File: src/rtl/afl_pkg.sv
package afl_pkg;
  localparam int unsigned ADDR_BYTES = 6;
  localparam int unsigned CRC_W      = 32;
  localparam logic [CRC_W-1:0] CRC_POLY = 32'hEDB88320;
  localparam logic [CRC_W-1:0] CRC_INIT = '1;

  // Eight reflected LFSR steps, data LSB first.
  function automatic logic [CRC_W-1:0] crc_step8(input logic [CRC_W-1:0] c_in,
                                                 input logic [7:0] d);
    logic [CRC_W-1:0] c;
    c = c_in;
    for (int b = 0; b < 8; b++) begin
      if (d[b] ^ c[0]) c = (c >> 1) ^ CRC_POLY;
      else             c = c >> 1;
    end
    return c;
  endfunction
endpackage

File: src/rtl/afl_crc.sv
module afl_crc
  import afl_pkg::*;
(
  input  logic             clk,
  input  logic             rst_n,
  input  logic             en,
  input  logic             load,
  input  logic [7:0]       din,
  output logic [CRC_W-1:0] crc_nxt
);
  logic [CRC_W-1:0] crc_q;
  logic [CRC_W-1:0] base;

  always_comb begin
    base    = load ? CRC_INIT : crc_q;
    crc_nxt = crc_step8(base, din);
  end

  always_ff @(posedge clk or negedge rst_n) begin
    if (!rst_n)  crc_q <= CRC_INIT;
    else if (en) crc_q <= crc_nxt;
  end
endmodule

File: src/rtl/afl_match.sv
module afl_match (
  input  logic       clk,
  input  logic       rst_n,
  input  logic       en,
  input  logic       load,
  input  logic [7:0] din,
  input  logic [7:0] ref_byte,
  output logic       match_nxt
);
  logic match_q;

  always_comb begin
    match_nxt = (load ? 1'b1 : match_q) & (din == ref_byte);
  end

  always_ff @(posedge clk or negedge rst_n) begin
    if (!rst_n)  match_q <= 1'b0;
    else if (en) match_q <= match_nxt;
  end
endmodule

File: src/rtl/afl_lookup.sv
module afl_lookup #(
  parameter int unsigned IDX_W = 6,
  localparam int unsigned HALF_W = (2 ** IDX_W) / 2
) (
  input  logic              clk,
  input  logic              rst_n,
  input  logic [IDX_W-1:0]  idx,
  input  logic              use_grp,
  input  logic [HALF_W-1:0] ind_lo,
  input  logic [HALF_W-1:0] ind_hi,
  input  logic [HALF_W-1:0] grp_lo,
  input  logic [HALF_W-1:0] grp_hi,
  output logic              hit
);
  logic [HALF_W-1:0] word;

  always_comb begin
    if (idx[IDX_W-1]) word = use_grp ? grp_hi : ind_hi;
    else              word = use_grp ? grp_lo : ind_lo;
    hit = word[idx[IDX_W-2:0]];
  end

  // an all-zero selected table can never hit
  a_r4_empty_table: assert property (@(posedge clk) disable iff (!rst_n)
    (use_grp && grp_lo == '0 && grp_hi == '0) |-> !hit);
  a_r3_empty_ind: assert property (@(posedge clk) disable iff (!rst_n)
    (!use_grp && ind_lo == '0 && ind_hi == '0) |-> !hit);
endmodule

File: src/rtl/afl_top.sv
module afl_top
  import afl_pkg::*;
#(
  parameter int unsigned IDX_W = 6,
  localparam int unsigned HALF_W = (2 ** IDX_W) / 2,
  localparam int unsigned CNT_W  = $clog2(ADDR_BYTES + 1)
) (
  input  logic              clk,
  input  logic              rst_n,
  input  logic              sof,
  input  logic              byte_vld,
  input  logic [7:0]        byte_in,
  input  logic              promisc,
  input  logic [31:0]       sta_lo,
  input  logic [31:0]       sta_hi,
  input  logic [HALF_W-1:0] ind_lo,
  input  logic [HALF_W-1:0] ind_hi,
  input  logic [HALF_W-1:0] grp_lo,
  input  logic [HALF_W-1:0] grp_hi,
  output logic              res_vld,
  output logic              accept,
  output logic              hash_hit,
  output logic              exact_hit,
  output logic [IDX_W-1:0]  hash_idx
);
  logic [CNT_W-1:0] cnt_q, cnt_d, pos;
  logic             take, last;
  logic             grp_q, grp_use;
  logic [47:0]      sta_all;
  logic [7:0]       ref_byte;
  logic [CRC_W-1:0] crc_nxt;
  logic             match_nxt, hit_nxt;

  // Sequencing: position of the current byte inside the address
  always_comb begin
    take     = byte_vld && (sof || cnt_q != '0);
    pos      = sof ? '0 : cnt_q;
    last     = take && (pos == CNT_W'(ADDR_BYTES - 1));
    cnt_d    = !take ? cnt_q : (last ? '0 : pos + 1'b1);
    grp_use  = sof ? byte_in[0] : grp_q;
    sta_all  = {sta_lo, sta_hi[31:16]};
    ref_byte = sta_all[47 - 8*pos -: 8];
  end

  always_ff @(posedge clk or negedge rst_n) begin
    if (!rst_n) begin
      cnt_q <= '0;
      grp_q <= 1'b0;
    end else begin
      cnt_q <= cnt_d;
      if (take && sof) grp_q <= byte_in[0];
    end
  end

  afl_crc u_crc (
    .clk(clk), .rst_n(rst_n), .en(take), .load(sof),
    .din(byte_in), .crc_nxt(crc_nxt)
  );

  afl_match u_match (
    .clk(clk), .rst_n(rst_n), .en(take), .load(sof),
    .din(byte_in), .ref_byte(ref_byte), .match_nxt(match_nxt)
  );

  afl_lookup #(.IDX_W(IDX_W)) u_lookup (
    .clk(clk), .rst_n(rst_n),
    .idx(crc_nxt[CRC_W-1 -: IDX_W]), .use_grp(grp_use),
    .ind_lo(ind_lo), .ind_hi(ind_hi), .grp_lo(grp_lo), .grp_hi(grp_hi),
    .hit(hit_nxt)
  );

  // Result registers, loaded on the last byte
  always_ff @(posedge clk or negedge rst_n) begin
    if (!rst_n) begin
      res_vld   <= 1'b0;
      accept    <= 1'b0;
      hash_hit  <= 1'b0;
      exact_hit <= 1'b0;
      hash_idx  <= '0;
    end else begin
      res_vld <= last;
      if (last) begin
        accept    <= match_nxt | hit_nxt | promisc;
        hash_hit  <= hit_nxt;
        exact_hit <= match_nxt;
        hash_idx  <= crc_nxt[CRC_W-1 -: IDX_W];
      end
    end
  end

  a_r6_one_cycle: assert property (@(posedge clk) disable iff (!rst_n)
    res_vld |=> !res_vld);
  a_r6_after_byte: assert property (@(posedge clk) disable iff (!rst_n)
    res_vld |-> $past(byte_vld));
  a_r7_accept_or: assert property (@(posedge clk) disable iff (!rst_n)
    res_vld |-> (accept == (exact_hit | hash_hit | $past(promisc))));
  a_r9_idle_ignore: assert property (@(posedge clk) disable iff (!rst_n)
    (cnt_q == '0 && byte_vld && !sof) |=> (cnt_q == '0 && !res_vld));
  a_r8_restart: assert property (@(posedge clk) disable iff (!rst_n)
    (byte_vld && sof) |=> (cnt_q == CNT_W'(1)));
endmodule

File: config.mk
export PLATFORM = sky130hd
export DESIGN_NAME = afl_top
export DESIGN_NICKNAME = d
export VERILOG_FILES = /design/src/rtl/afl_pkg.sv /design/src/rtl/afl_crc.sv /design/src/rtl/afl_match.sv /design/src/rtl/afl_lookup.sv /design/src/rtl/afl_top.sv
export SDC_FILE = /design/constraint.sdc
export NUM_CORES = 1
export LEC_CHECK = 0
export ABC_AREA = 0
export BUFFER_PORTS_ARGS = -buffer_cell sky130_fd_sc_hd__buf_2
export CAP_MARGIN = 20
export CORE_MARGIN = 2
export CORE_UTILIZATION = 44
export CTS_CLUSTER_DIAMETER = 150
export DETAILED_ROUTE_END_ITERATION = 7
export MAX_ROUTING_LAYER = met4
export PLACE_DENSITY = 0.74
export SKIP_CTS_REPAIR_TIMING = 1
export SLEW_MARGIN = 10
export SYNTH_ARGS = -nofsm -noshare
export SYNTH_HDL_FRONTEND = slang
export SYNTH_SLANG_ARGS = --single-unit
File: constraint.sdc
create_clock -name clk -period 4.1 [get_ports clk]
set_input_delay 0.82 -clock clk [delete_from_list [all_inputs] [get_ports clk]]
set_output_delay 0.82 -clock clk [all_outputs]
set_load 0.01 [all_outputs]
Word level (Yosys, flattened, before mapping)
Cells that the tools add are included.
Word-level totals
  output and inout bits: 10
  input port bits: 205
  logic and storage cells: 57
  register bits: 47
Operators by class
  add/sub/neg operators: 2
  equal/unequal tests: 2
  bitwise gates (word level): 19
  mux-type cells: 18
  $lt $le $gt $ge: 1
  reductions and logical operators: 5
  shifts and indexed selects: 1
Operators with widths (number)
  2-to-1 mux 32 bit: 12
  NOT 13 -> 14 bit: 8
  indexed part select 55 x 33 -> 8 bit: 1
  equality test 8 bit: 1
  bitwise XOR 1 bit: 8
  subtractor 6 x 6 -> 7 bit (first input constant): 1
  < comparator 5 x 6 -> 1 bit (second input constant): 1
  2-to-1 mux 3 bit: 2
  binary-select mux 1 bit (select 5 bit): 1
  adder 3 x 1 -> 3 bit (second input constant): 1
  equality test 3 bit (second input constant): 1
  logical AND 1 bit: 3
  2-to-1 mux 1 bit: 3
  nonzero test 3 bit: 1
  OR 1 bit: 2
  AND 1 bit: 1
  logical OR 1 bit: 1

Logic depth before layout (Yosys ltp)
  depth after elaboration: 22
  gate-level depth with buffers: 15

By module
Synthesis repeated with hierarchy kept, for this count alone.
Second synthesis, totals
  cells, all modules: 375
  area total of the unflattened synthesis: 4600.7 um^2
By module, submodules not included
  afl_crc: instances 1, sequential area each 840.8 um^2, area an instance 2356.0 um^2, cells each 198
  afl_lookup: instances 1, sequential area each 0.0 um^2, area an instance 1113.6 um^2, cells each 86
  afl_top: instances 1, sequential area each 350.3 um^2, area an instance 988.4 um^2, cells each 75
  afl_match: instances 1, sequential area each 25.0 um^2, area an instance 142.6 um^2, cells each 16

Least setup slack after synthesis
OpenSTA, ideal clock, no wires.
  kind: input port to flip-flop
  start point: input sof
  end point: register exact_hit
  data required time: 4.034 ns
  cell stages on the path: 15
  arrival: 3.939 ns
  path slack: 0.095 ns
  cells stage by stage: buf_4 buf_2 buf_1 clkbuf_1 nor2b_1 ha_1 buf_1 clkbuf_1 nor3_1 a311oi_1 a21oi_1 o22ai_1 a21oi_1 nor4b_1 mux2_2
On the way
  longest elaborated chain between the ends: 5
  elaborated cells between the ends (all ways): 10
Ends and longest elaborated chain
  start, declared: RTL line afl_top.sv:10  | input logic sof,
  2-to-1 mux 3 bit: RTL line afl_top.sv:37  | pos = sof ? '0 : cnt_q;
  subtractor 6 x 6 -> 7 bit: RTL line afl_top.sv:42  | ref_byte = sta_all[47 - 8*pos -: 8];
  indexed part select 55 x 33 -> 8 bit: RTL line afl_top.sv:42
  equality test 8 bit: RTL line afl_match.sv:13  | match_nxt = (load ? 1'b1 : match_q) & (din == ref_byte);
  AND 1 bit: RTL line afl_match.sv:13
  end signal, assigned: RTL line afl_top.sv:85  | exact_hit <= match_nxt;
  end, declared: RTL line afl_top.sv:23  | output logic exact_hit,
Parallel ways exist; a longest one is shown, timed or not.
A chain may end at the register's enable or synchronous reset.

Worst setup path after layout
  start point: input sof
  end point: register accept
On the way
  longest elaborated chain between the ends: 18
  elaborated cells between the ends (all ways): 42
Ends and longest elaborated chain
  parallel branches: the longest is 18 deep, another holds 2-to-1 mux 32 bit
  end signal, assigned: RTL line afl_top.sv:83  | accept <= match_nxt | hit_nxt | promisc;
  end, declared: RTL line afl_top.sv:21  | output logic accept,
Parallel ways; which one is timed is not known. The select of a mux whose other input is x is not followed.

==> metrics.yaml <==
yosys:
  synth_warnings: 0
  synthTopCellsByArea: "dfstp_2 (18%), xnor2_1 (13%), mux4_2 (12%)"
  synth.mux.area_fraction: 0.217
  yosys.area_share.simple: 0.134
  synth_xor_area_frac: 0.193
  synth_area_mm2: 0.00476
  synth_edf_count: 0
  yosysMostFrequentCell: "xnor2_1"
  yosysTopAreaCell: "dfstp_2"
  synth.distinct_cells: 66
  synth_compound_gate_area_share: 0.142
  synth_top_family_by_area: "multiplexers"
  syn_nets: 710
  synthAdderAreaFrac: 0.00788
  netlist.area_leader.share: 0.177
  synth-seq-area-share: 0.255
  async_flop_share: 1.00
  synthTopCellsByCount: "xnor2_1 (70), nand2_1 (67), o21ai_0 (46), nor2_1 (39)"
  avgSynthCellArea_um2: 9.49
  synthFlopType: "dfstp_2"
  synthCells: 502
  synth_seq_cells: 47
clock_tree:
  clock-sinks: 47
  cts_tree: "yes"
  clockBufferDepth: 2
  cts-htree-levels: 2
  cts_made_buffers: 5
  insertion_delay_ps: 310
  clk_pin_slew_ps: 90
  cts_root_buf: "clkbuf_8"
timing:
  setup_viol: 0
  max_slew_margin: 0.570
  worstMarginPinSlew_ps: 644
  finalMaxSlewViolations: 0
  finalHoldViolCount: 0
  grt_setup_unrepaired: "no"
  period_share: 0.831
  tns_ps: 0
  max_freq_ghz: 0.294
  min_period_ps: 3410
  finalClockSkew_ps: 4.70
die:
  num_io_pins: 215
  die_h_um: 108
  num_rows: 37
  dieArea_mm2: 0.0117
  die_x_um: 108
  initial_utilization: 0.457
  core_area_mm2: 0.0104
critical_path:
  cpMaxStageDelayCell: "mux4_2"
  crit_path_start_kind: "input pin"
  crit_type: "in -> reg"
  end_kind: "flop"
  max_stage_delay_ps: 560
  rr_worst_depth: 9
  r2r_slack_ps: 810
  r2r_end: "accept$_DFFE_PN0P_"
  worstPathArrival_ps: 3610
  path_cells: "buf_2 -> nor2_2 -> xnor2_4 -> xnor3_2 -> xnor3_2 -> mux4_2 -> o211ai_2 -> a311oi_2 -> o41a_1"
  cp-startpoint: "sof"
  crit_path_max_fanout: 10
  worstSetupEndpoint: "accept$_DFFE_PN0P_"
  r2r_start: "u_crc.crc_q[7]$_DFFE_PN1P_"
  path_common_cell: "xnor3_2"
  cp.required_ps: 4300
detailed_routing:
  vias: 4638
  ant_nets: 0
  drc: 0
  vias_per_cell: 5.59
  drt-initial-drc-count: 245
  dr.pass1.iters: 4
  wire_per_inst_um: 17.1
  drt_wl_total_um: 14200
global_routing:
  grt_pass1_vias: 4752
  grt_pass1_wl_um: 22600
  antenna_found_initial: 4
  top_usage_layer: "met2"
  grt_max_degree: 69
  gr-usage-met2: 0.461
  grt.overflow.total: 0
  grt_usage: 0.254
  gr-usage-met1: 0.272
  gr-usage-met3: 0.0374
placed_design:
  port_buffers: 198
  hpwl_um: 11500
  place.gp.congestion: 0.881
cells_and_area:
  syn_to_final_growth_pct: 26.1
  nFillCells: 941
  final_layout_size_suffix_gt1_frac: 0.454
  post-route-util: 0.577
  fin_nets: 896
power_and_ir_drop:
  p_leak_uw: 0.00269
  power.density_mw_per_mm2: 726
  peakVddDrop_mv: 0.521
run_status:
  status: "complete, no violations"
run:
  drv_cap: 0
worst_hold_path:
  hp-class: "in -> async"
-- cell families (layout without fill, tap and decap cells) --
| logic type | after synthesis | after routing |
|---|---|---|
| buffers and inverters | 46 | 233 |
| multiplexers | 67 | 67 |
| flip-flops | 47 | 47 |
| AND/OR/NAND/NOR | 144 | 144 |
| AO/OA/AOI/OAI | 102 | 102 |
| adder cells (fa/ha/maj) | 3 | 3 |
| other | 0 | 4 |
| XOR/XNOR | 93 | 93 |
-- worst min path at each step --
stage	from	end	slack (ps)
after floorplan	u_crc.crc_q[12]$_DFFE_PN1P_	u_crc.crc_q[12]$_DFFE_PN1P_	460
final	rst_n	cnt_q[0]$_DFFE_PN0P_	410
after detailed placement	u_crc.crc_q[20]$_DFFE_PN1P_	u_crc.crc_q[20]$_DFFE_PN1P_	470
after global routing	rst_n	cnt_q[1]$_DFFE_PN0P_	420
after global placement	u_crc.crc_q[8]$_DFFE_PN1P_	u_crc.crc_q[8]$_DFFE_PN1P_	460
after CTS	u_crc.crc_q[20]$_DFFE_PN1P_	u_crc.crc_q[20]$_DFFE_PN1P_	490
-- sequential cells by signal, summed over array words and instances (netlist names) --
name	cells
hash_idx	6
accept	1
hash_hit	1
res_vld	1
exact_hit	1
cnt_q	3
grp_q	1
u_match.match_q	1
u_crc.crc_q	32
-- worst max-delay path, delay by kind of cell --
family                 cells  cell delay (ps)
AO/OA/AOI/OAI              3              660
multiplexers               1              560
buffers and inverters      1              240
XOR/XNOR                   3             1190
AND/OR/NAND/NOR            1              120
-- through the flow --
stage	power (µW)	worst slack, ps	cell area (µm²)	hold slack (ps)	cells
finish	4360	693	6010	409	829
detailed placement	4070	373	5890	472	816
global route	4720	603	6010	415	829
floorplan	3360	94.7	4760	457	502
global placement	3970	410	5890	464	816
CTS	4380	701	5980	486	824
-- placed cells by master (no fill, tap or decap), drive strengths merged, types with 4 or more instances in the layout --
master and instances:
buf 218, xnor2 71, nand2 68, o21ai 47
nor2 42, dfstp 32, mux2i 32, mux4 28
xor2 16, dfrtp 15, a21oi 13, o221ai 8
nand4 7, mux2 7, inv 7, nand3 5
nor3 5, clkbuf 5, xnor3 5, o211ai 5
diode 4
-- report_power, final --
group          internal, µW  leakage (µW)  switching, µW
sequential              784      0.000537            163
combinational          1510       0.00211           1600
clock                   123     0.0000485            174
-- layout make-up --
class	count	area (µm²)	share of cell area
antenna	4	10.0	0.00167
clock buffer	5	68.8	0.0115
clock inverter	3	22.5	0.00375
inverter	7	26.3	0.00437
multi-input combinational	409	3330	0.554
sequential	47	1220	0.202
tap	136	170	0.0283
timing repair buffer	218	1170	0.194
-- metal layers --
metal,part of all wire,up-vias
met5,0,-
met4,0.042,0
met3,0.062,39
met2,0.52,217
met1,0.38,2192
li1,-,2190
Power figures use the tool's default switching activity.
